`config.mk`:
```
export PLATFORM = sky130hd
export DESIGN_NAME = baud_gen
export DESIGN_NICKNAME = d
export VERILOG_FILES = /design/src/rtl/baud_gen_pkg.sv /design/src/rtl/baud_cfg_reg.sv /design/src/rtl/baud_prescaler.sv /design/src/rtl/baud_rate_div.sv /design/src/rtl/baud_gen.sv
export SDC_FILE = /design/constraint.sdc
export NUM_CORES = 1
export LEC_CHECK = 0
export BUFFER_PORTS_ARGS = -buffer_cell sky130_fd_sc_hd__clkbuf_2
export CORE_AREA = 2 2 69 71
export DETAILED_ROUTE_END_ITERATION = 10
export DIE_AREA = 0 0 71 73
export SLEW_MARGIN = 20
export SYNTH_ARGS = -nofsm -noshare
export SYNTH_HDL_FRONTEND = slang
export SYNTH_SLANG_ARGS = --single-unit
```
`constraint.sdc`:
```
create_clock -name clk_i -period 2 [get_ports clk_i]
set_input_delay 0.4 -clock clk_i [delete_from_list [all_inputs] [get_ports clk_i]]
set_output_delay 0.4 -clock clk_i [all_outputs]
set_load 0.01 [all_outputs]
```
`src/rtl/baud_gen_pkg.sv`:
```
package baud_gen_pkg;
  localparam int PSEL_W = 2;
  localparam int RSEL_W = 3;
  localparam int PCNT_W = 4;
  localparam int OVS    = 16;

  typedef struct packed {
    logic              tclr;
    logic [PSEL_W-1:0] psel;
    logic              rxtest;
    logic [RSEL_W-1:0] rsel;
  } baud_cfg_t;

  function automatic logic [PCNT_W-1:0] pre_factor(input logic [PSEL_W-1:0] sel);
    case (sel)
      2'd0:    pre_factor = PCNT_W'(1);
      2'd1:    pre_factor = PCNT_W'(3);
      2'd2:    pre_factor = PCNT_W'(4);
      default: pre_factor = PCNT_W'(13);
    endcase
  endfunction
endpackage

```
`src/rtl/baud_cfg_reg.sv`:
```
module baud_cfg_reg
  import baud_gen_pkg::*;
(
  input  logic      clk_i,
  input  logic      rst_ni,
  input  logic      test_mode_i,
  input  logic      wr_en_i,
  input  logic [7:0] wr_data_i,
  output baud_cfg_t cfg_o,
  output logic [7:0] rd_data_o
);
  logic              tclr_q;
  logic [PSEL_W-1:0] psel_q;
  logic              rxtest_q;
  logic [RSEL_W-1:0] rsel_q;

  always_ff @(posedge clk_i or negedge rst_ni) begin
    if (!rst_ni) begin
      tclr_q   <= 1'b0;
      psel_q   <= '0;
      rxtest_q <= 1'b0;
    end else begin
      if (!test_mode_i)  tclr_q <= 1'b0;
      else if (wr_en_i)  tclr_q <= wr_data_i[7];
      if (wr_en_i) begin
        psel_q   <= wr_data_i[5:4];
        rxtest_q <= wr_data_i[3];
      end
    end
  end

  // rate select has no reset value
  always_ff @(posedge clk_i) begin
    if (wr_en_i) rsel_q <= wr_data_i[RSEL_W-1:0];
  end

  assign cfg_o     = '{tclr: tclr_q, psel: psel_q, rxtest: rxtest_q, rsel: rsel_q};
  assign rd_data_o = {2'b00, psel_q, rxtest_q, rsel_q};
endmodule

```
`src/rtl/baud_prescaler.sv`:
```
module baud_prescaler
  import baud_gen_pkg::*;
(
  input  logic              clk_i,
  input  logic              rst_ni,
  input  logic              restart_i,
  input  logic [PSEL_W-1:0] psel_i,
  output logic              p_tick_o
);
  logic [PCNT_W-1:0] pcnt_q;
  logic [PCNT_W-1:0] factor;

  assign factor   = pre_factor(psel_i);
  assign p_tick_o = (pcnt_q == factor - PCNT_W'(1));

  always_ff @(posedge clk_i or negedge rst_ni) begin
    if (!rst_ni)       pcnt_q <= '0;
    else if (restart_i) pcnt_q <= '0;
    else if (p_tick_o)  pcnt_q <= '0;
    else                pcnt_q <= pcnt_q + PCNT_W'(1);
  end

  assert_pcnt_range_R1: assert property (@(posedge clk_i) disable iff (!rst_ni)
    pcnt_q < factor);
endmodule

```
`src/rtl/baud_rate_div.sv`:
```
module baud_rate_div
  import baud_gen_pkg::*;
#(
  parameter int SEL_W  = RSEL_W,
  parameter int OVS_N  = OVS
) (
  input  logic             clk_i,
  input  logic             rst_ni,
  input  logic             restart_i,
  input  logic             hold_i,
  input  logic             p_tick_i,
  input  logic [SEL_W-1:0] rsel_i,
  output logic             rx_tick_o,
  output logic             tx_tick_o
);
  localparam int DCNT_W = (2 ** SEL_W) - 1;
  localparam int OCNT_W = $clog2(OVS_N);

  logic [DCNT_W-1:0] dcnt_q, last;
  logic [DCNT_W:0]   span;
  logic [OCNT_W-1:0] ocnt_q;

  assign span      = (DCNT_W+1)'(1) << rsel_i;
  assign last      = DCNT_W'(span - (DCNT_W+1)'(1));
  assign rx_tick_o = !hold_i && p_tick_i && (dcnt_q == last);
  assign tx_tick_o = rx_tick_o && (ocnt_q == OCNT_W'(OVS_N - 1));

  always_ff @(posedge clk_i or negedge rst_ni) begin
    if (!rst_ni)        dcnt_q <= '0;
    else if (restart_i) dcnt_q <= '0;
    else if (p_tick_i)  dcnt_q <= (dcnt_q == last) ? '0 : dcnt_q + DCNT_W'(1);
  end

  always_ff @(posedge clk_i or negedge rst_ni) begin
    if (!rst_ni)        ocnt_q <= '0;
    else if (restart_i) ocnt_q <= '0;
    else if (rx_tick_o) ocnt_q <= (ocnt_q == OCNT_W'(OVS_N - 1)) ? '0 : ocnt_q + OCNT_W'(1);
  end

  assert_rx_width_R4: assert property (@(posedge clk_i) disable iff (!rst_ni)
    (rx_tick_o && !restart_i && last != '0) |=> !rx_tick_o);
  assert_tx_width_R4: assert property (@(posedge clk_i) disable iff (!rst_ni)
    tx_tick_o |=> !tx_tick_o);
endmodule

```
`src/rtl/baud_gen.sv`:
```
module baud_gen
  import baud_gen_pkg::*;
(
  input  logic       clk_i,
  input  logic       rst_ni,
  input  logic       test_mode_i,
  input  logic       wr_en_i,
  input  logic [7:0] wr_data_i,
  output logic [7:0] rd_data_o,
  output logic       rx_tick_o,
  output logic       tx_tick_o
);
  baud_cfg_t cfg;
  logic      restart, p_tick;

  assign restart = wr_en_i || cfg.tclr;

  baud_cfg_reg u_cfg (
    .clk_i, .rst_ni, .test_mode_i, .wr_en_i, .wr_data_i,
    .cfg_o(cfg), .rd_data_o
  );

  baud_prescaler u_pre (
    .clk_i, .rst_ni, .restart_i(restart), .psel_i(cfg.psel), .p_tick_o(p_tick)
  );

  baud_rate_div #(.SEL_W(RSEL_W), .OVS_N(OVS)) u_div (
    .clk_i, .rst_ni, .restart_i(restart), .hold_i(cfg.tclr),
    .p_tick_i(p_tick), .rsel_i(cfg.rsel), .rx_tick_o, .tx_tick_o
  );

  assert_tx_on_rx_R3: assert property (@(posedge clk_i) disable iff (!rst_ni)
    tx_tick_o |-> rx_tick_o);
  assert_clear_silent_R8: assert property (@(posedge clk_i) disable iff (!rst_ni)
    cfg.tclr |-> (!rx_tick_o && !tx_tick_o));
  assert_no_tx_after_wr_R5: assert property (@(posedge clk_i) disable iff (!rst_ni)
    wr_en_i |=> !tx_tick_o);
endmodule

```
After elaboration in Yosys (flattened, before gate mapping)
Index checks and enable logic that the tools add are counted.

Register bits: 22. Input port bits: 12. Output and inout port bits: 10. Logic and storage cells: 38.

Add/sub/neg operators: 5. Eq/ne operators: 6. Shift operators: 1. Muxes and demuxes: 11. Reductions and logical operators: 8.

Operators with widths (number): 7-bit 2-to-1 mux (3); 4-bit 2-to-1 mux (5); 4-bit one-hot mux with 3 select lines (1); 4-bit by 1-bit adder with 4-bit output (second input constant) (2); 7-bit by 1-bit adder with 7-bit output (second input constant) (1); 7-bit equality test (1); 1-bit by 3-bit << shifter with 7-bit output (first input constant) (1); 7-bit by 1-bit subtractor with 7-bit output (second input constant) (1); 4-bit equality test (1); 4-bit equality test (second input constant) (1); 2-bit nonzero test (2); 4-bit by 1-bit subtractor with 4-bit output (second input constant) (1); 1-bit logical AND (3); 2-bit by 1-bit equality test with 1-bit output (second input constant) (1); 2-bit equality test (second input constant) (1); 2-bit zero test (1); 1-bit 2-to-1 mux (2); 2-bit by 1-bit inequality test with 1-bit output (second input constant) (1); 1-bit zero test (1); 1-bit logical OR (1).

Longest topological paths before layout
Word-level depth: 8. Mapped depth: 8. Mapped depth without buffers: 7.

By module
A second synthesis with hierarchy kept.

Cells, all modules: 137. Area total of the unflattened synthesis: 1370.1 µm².

Modules (own cells, without submodules): baud_rate_div (instances 1, cells an instance 86, area an instance 774.5 µm², seq. area each 275.3 µm²); baud_cfg_reg (instances 1, cells an instance 23, area an instance 319.1 µm², seq. area each 190.2 µm²); baud_prescaler (instances 1, cells an instance 27, area an instance 270.3 µm², seq. area each 100.1 µm²); baud_gen (instances 1, cells an instance 1, area an instance 6.3 µm², seq. area each 0.0 µm²).

Worst setup path after synthesis
OpenSTA, ideal clock, no wires.

Kind: register to output. From: register u_cfg.rsel_q[1]. To: output port tx_tick_o. Arrival time: 2.038 ns. Required time: 1.600 ns. Slack: -0.438 ns. Cell stages (with the launch flop): 6. Path buffers: 0. Path through: edfxtp_1 or3b_4 a2111oi_4 o22a_1 nand2_1 nor4_1.

Longest elaborated chain between the ends: 5.

RTL lines: start, declared (line baud_cfg_reg.sv:15) `logic [RSEL_W-1:0] rsel_q;`; start signal, assigned (line baud_cfg_reg.sv:34) `if (wr_en_i) rsel_q <= wr_data_i[RSEL_W-1:0];`; 1-bit by 3-bit << shifter with 7-bit output (line baud_rate_div.sv:23) `assign span = (DCNT_W+1)'(1) << rsel_i;`; 7-bit by 1-bit subtractor with 7-bit output (line baud_rate_div.sv:24) `assign last = DCNT_W'(span - (DCNT_W+1)'(1));`; 7-bit equality test (line baud_rate_div.sv:25) `assign rx_tick_o = !hold_i && p_tick_i && (dcnt_q == last);`; 1-bit logical AND (line baud_rate_div.sv:25); 1-bit logical AND (line baud_rate_div.sv:26) `assign tx_tick_o = rx_tick_o && (ocnt_q == OCNT_W'(OVS_N - 1));`; end, declared (line baud_gen.sv:11) `output logic tx_tick_o`.

Every way passes these cells.

Worst setup path after layout
Same ends and word-level chain as after synthesis.

==> results by group <==
Floorplan
  • I/O pins: 22
  • Die Ht: 73 um
  • Die Area: 5180 sq um
  • Core ar.: 4540 sq um
  • Starting Density: 28.6%
  • Die width: 71 um
  • Row cnt: 25

Job
  • Max Cap Violations: 0

Logic synthesis
  • Mapped Cells: 128
  • Avg Cell Area, Syn: 10.1 sq um
  • Top-area cell type share of the netlist area: 36.6%
  • Seq/Total Area, Yosys: 43.6%
  • Synthesized area: 1300 sq um
  • Synth area leader: dfrtp_1
  • Top post-synthesis cells by area: dfrtp_1 37%, edfxtp_1 6.9%, ha_1 4.8%, xor2_1 4.7%, o2111ai_1 3.4%
  • Yosys cell types: 44
  • EDFF count, synth: 3
  • Ys async rst share: 86.4%
  • Main synth FF type: dfrtp_1
  • Synth Register Bits: 22
  • Ys Warns: 0

Clock network
  • Hold Buf Count CTS: 0
  • Clock tree root driver cell: clkbuf_8
  • Clock slew at reported path FFs: 0.08 ns
  • Clk_lat worst skew: 0.26 ns
  • Clock sink count: 22
  • TritonCTS buffer count: 3
  • CTS tree: done
  • Deepest clock path buffer count: 2
  • H-Tree Level Count: 1

GRT
  • Global-route wire length before repair: 5500 um
  • Antenna violations before repair: 0
  • Grt total ovfl: 0
  • Pin count of the biggest net entering global routing: 20
  • GRT Util Overall: 13.1%
  • Vias in the first global route: 1,217

Critical path
  • Crit path cell chain: or3b_4 -> a2111oi_4 -> o22a_1 -> nand2_2 -> nor4_4 -> buf_2
  • Delay-heaviest family, CP: simple AND/OR/NAND/NOR gates
  • Arrival @ worst endpoint: 1.99 ns
  • Reg-to-reg startpoint: u_cfg.rsel_q[2]
  • CP Launch Type: flip-flop
  • Critical path peak fanout: 3
  • Worst setup EP type: primary output
  • Max incr delay on CP: 0.39 ns
  • Slowest cell on the critical path: edfxtp_1
  • Buf/Inv on CP: 1
  • R2R setup slack: -0.04 ns
  • R2r endpoint: u_div.ocnt_q[2]
  • R2R depth: 7
  • Setup Crit Path Kind: reg2out
  • WP data required: 1.60 ns

Drt
  • Initial DRC Count: 33
  • Total number of vias: 1,146
  • Vias per inst: 5.21
  • Post-route antenna net violation count: 0
  • Detailed-route wire length per cell: 14.5 um
  • Total Wirelength: 3200 um
  • DRT Pass-1 Iters: 4
  • DR DRC count: 0

STA
  • Worst clock skew: 0.00613 ns
  • Highest clock rate: 418 MHz
  • Final hold vios: 0
  • Max transition margin: 65.9%
  • Worst setup margin: -0.390 ns
  • Final setup viols: 4
  • Tcrit/Tclk final: 120%
  • RSZ-0062 raised after global routing: yes
  • Final Max Slew Viols: 0
  • Minimum clock period: 2.39 ns
  • Hold slack: 0.0923 ns
  • Worst Max-Slew Pin Slew: 0.511 ns

Placed design
  • GP Congestion: 0.796
  • Cell Area, Placed: 1570 sq um
  • Placement-stage worst setup slack: -0.207 ns
  • Dpl cells: 209
  • Post-DP HPWL: 2200 um
  • PortBufs: 18

Pwr
  • Static leakage: 0.000778 uW
  • Peak VDD IR: 0.000393 V
  • Total Power: 1140 uW
  • Pwr/cell area: 631 nW/um^2

Layout
  • Filler-free cell count of the finished design: 220
  • P&R area growth vs syn: 39.2%
  • ANT cells: 0
  • Final nets: 184
  • # fillers: 435
  • Commonest non-fill, non-tap cell in the layout: buf_4
  • Cell area after layout: 1810 sq um
  • Share of layout cells above drive strength 1: 43.4%
  • Most frequent cells in the layout: 21 x buf_4, 19 x dfrtp_1, 16 x clkbuf_2, 7 x nand2_1, 6 x xor2_1

Min path
  • Min-Delay Path Class: in2async

Status
  • Status: complete, but fails checks
  • Failing checks: setup timing
## worst max path at each step
stage	slack [ns]	depth (start not counted)	to	start
floorplan	-0.23	5	tx_tick_o	u_cfg.rsel_q[1]
global placement	-0.19	6	tx_tick_o	u_div.dcnt_q[1]
detailed placement	-0.21	6	tx_tick_o	u_cfg.rsel_q[1]
CTS	-0.42	6	tx_tick_o	u_cfg.rsel_q[1]
global route	-0.49	6	tx_tick_o	u_cfg.rsel_q[1]
finish	-0.39	6	tx_tick_o	u_cfg.rsel_q[1]
## cells by family (layout without fill, tap and decap cells)
family	Yosys count	count (layout)	share of synthesized area, %
XOR/XNOR	10	10	6.75
flip-flops	22	22	43.6
buffers and inverters	12	49	4.44
adder cells (fa/ha/maj)	5	5	4.82
multiplexers	3	3	2.51
AND/OR/NAND/NOR	43	43	18.1
AO/OA/AOI/OAI	32	32	19.5
other	1	2	0.289
## worst register-to-register path, stage by stage, from the launching register on
cell,delay (ns)
edfxtp_1,0.46
buf_6,0.18
a2111oi_4,0.28
a31oi_2,0.09
buf_4,0.16
o2bb2ai_4,0.12
or4_4,0.54
a21oi_2,0.15
## layer usage
metal / part of all wire (%) / vias to the layer above / global-route usage (%)
li1: - / 553 / -
met1: 45 / 556 / 16.8
met2: 51 / 31 / 22.3
met3: 2.9 / 6 / 1.80
met4: 1.4 / 0 / 5.45
met5: 0 / - / 0
## synth_stat cells, drive strengths merged, types with 2 or more instances
| master | number |
|---|---|
| a2111oi | 2 |
| a21oi | 4 |
| a31oi | 2 |
| and3 | 4 |
| and4 | 2 |
| buf | 4 |
| clkbuf | 5 |
| dfrtp | 19 |
| edfxtp | 3 |
| ha | 5 |
| inv | 3 |
| mux2 | 2 |
| nand2 | 8 |
| nand3 | 3 |
| nand4 | 3 |
| nor2 | 5 |
| nor2b | 2 |
| nor3 | 8 |
| nor4 | 2 |
| o2111ai | 5 |
| o211ai | 2 |
| o21ai | 6 |
| o31ai | 2 |
| or4 | 2 |
| xnor2 | 3 |
| xor2 | 7 |
## registers in the layout (all words and copies together) (netlist names)
register	count
u_div.dcnt_q	7
u_div.ocnt_q	4
u_pre.pcnt_q	4
u_cfg.rsel_q	3
u_cfg.psel_q	2
u_cfg.rxtest_q	1
u_cfg.tclr_q	1
## report_power, final
group | total [uW] | internal [uW] | switching (uW) | leakage [uW]
registers | 516 | 481 | 34.9 | 0.000286
logic | 342 | 157 | 185 | 0.000469
clock network | 281 | 137 | 144 | 0.0000231
total | 1140 | 775 | 364 | 0.000778
## through the flow
step	setup TNS [ns]	utilization, %
finish	-0.802	39.8
floorplan	-0.522	-
global placement	-0.392	34.6
CTS	-0.902	37.5
global route	-1.49	39.8
detailed placement	-0.491	34.6
## layout make-up
| cell class | count | area [sq um] | share of cell area (%) |
|---|---|---|---|
| timing repair buffer | 42 | 282 | 15.6 |
| clock inverter | 1 | 3.75 | 0.208 |
| tap | 54 | 67.6 | 3.74 |
| clock buffer | 3 | 41.3 | 2.29 |
| sequential | 22 | 566 | 31.3 |
| inverter | 3 | 11.3 | 0.624 |
| multi-input combinational | 95 | 835 | 46.2 |
## what timing repair did
item | CTS | global route
pin swaps | 7 | 10
resized for setup | 8 | 21
setup endpoints to repair | 5 | 11
buffers inserted | 7 | 3
(Power assumes the default switching activity.)
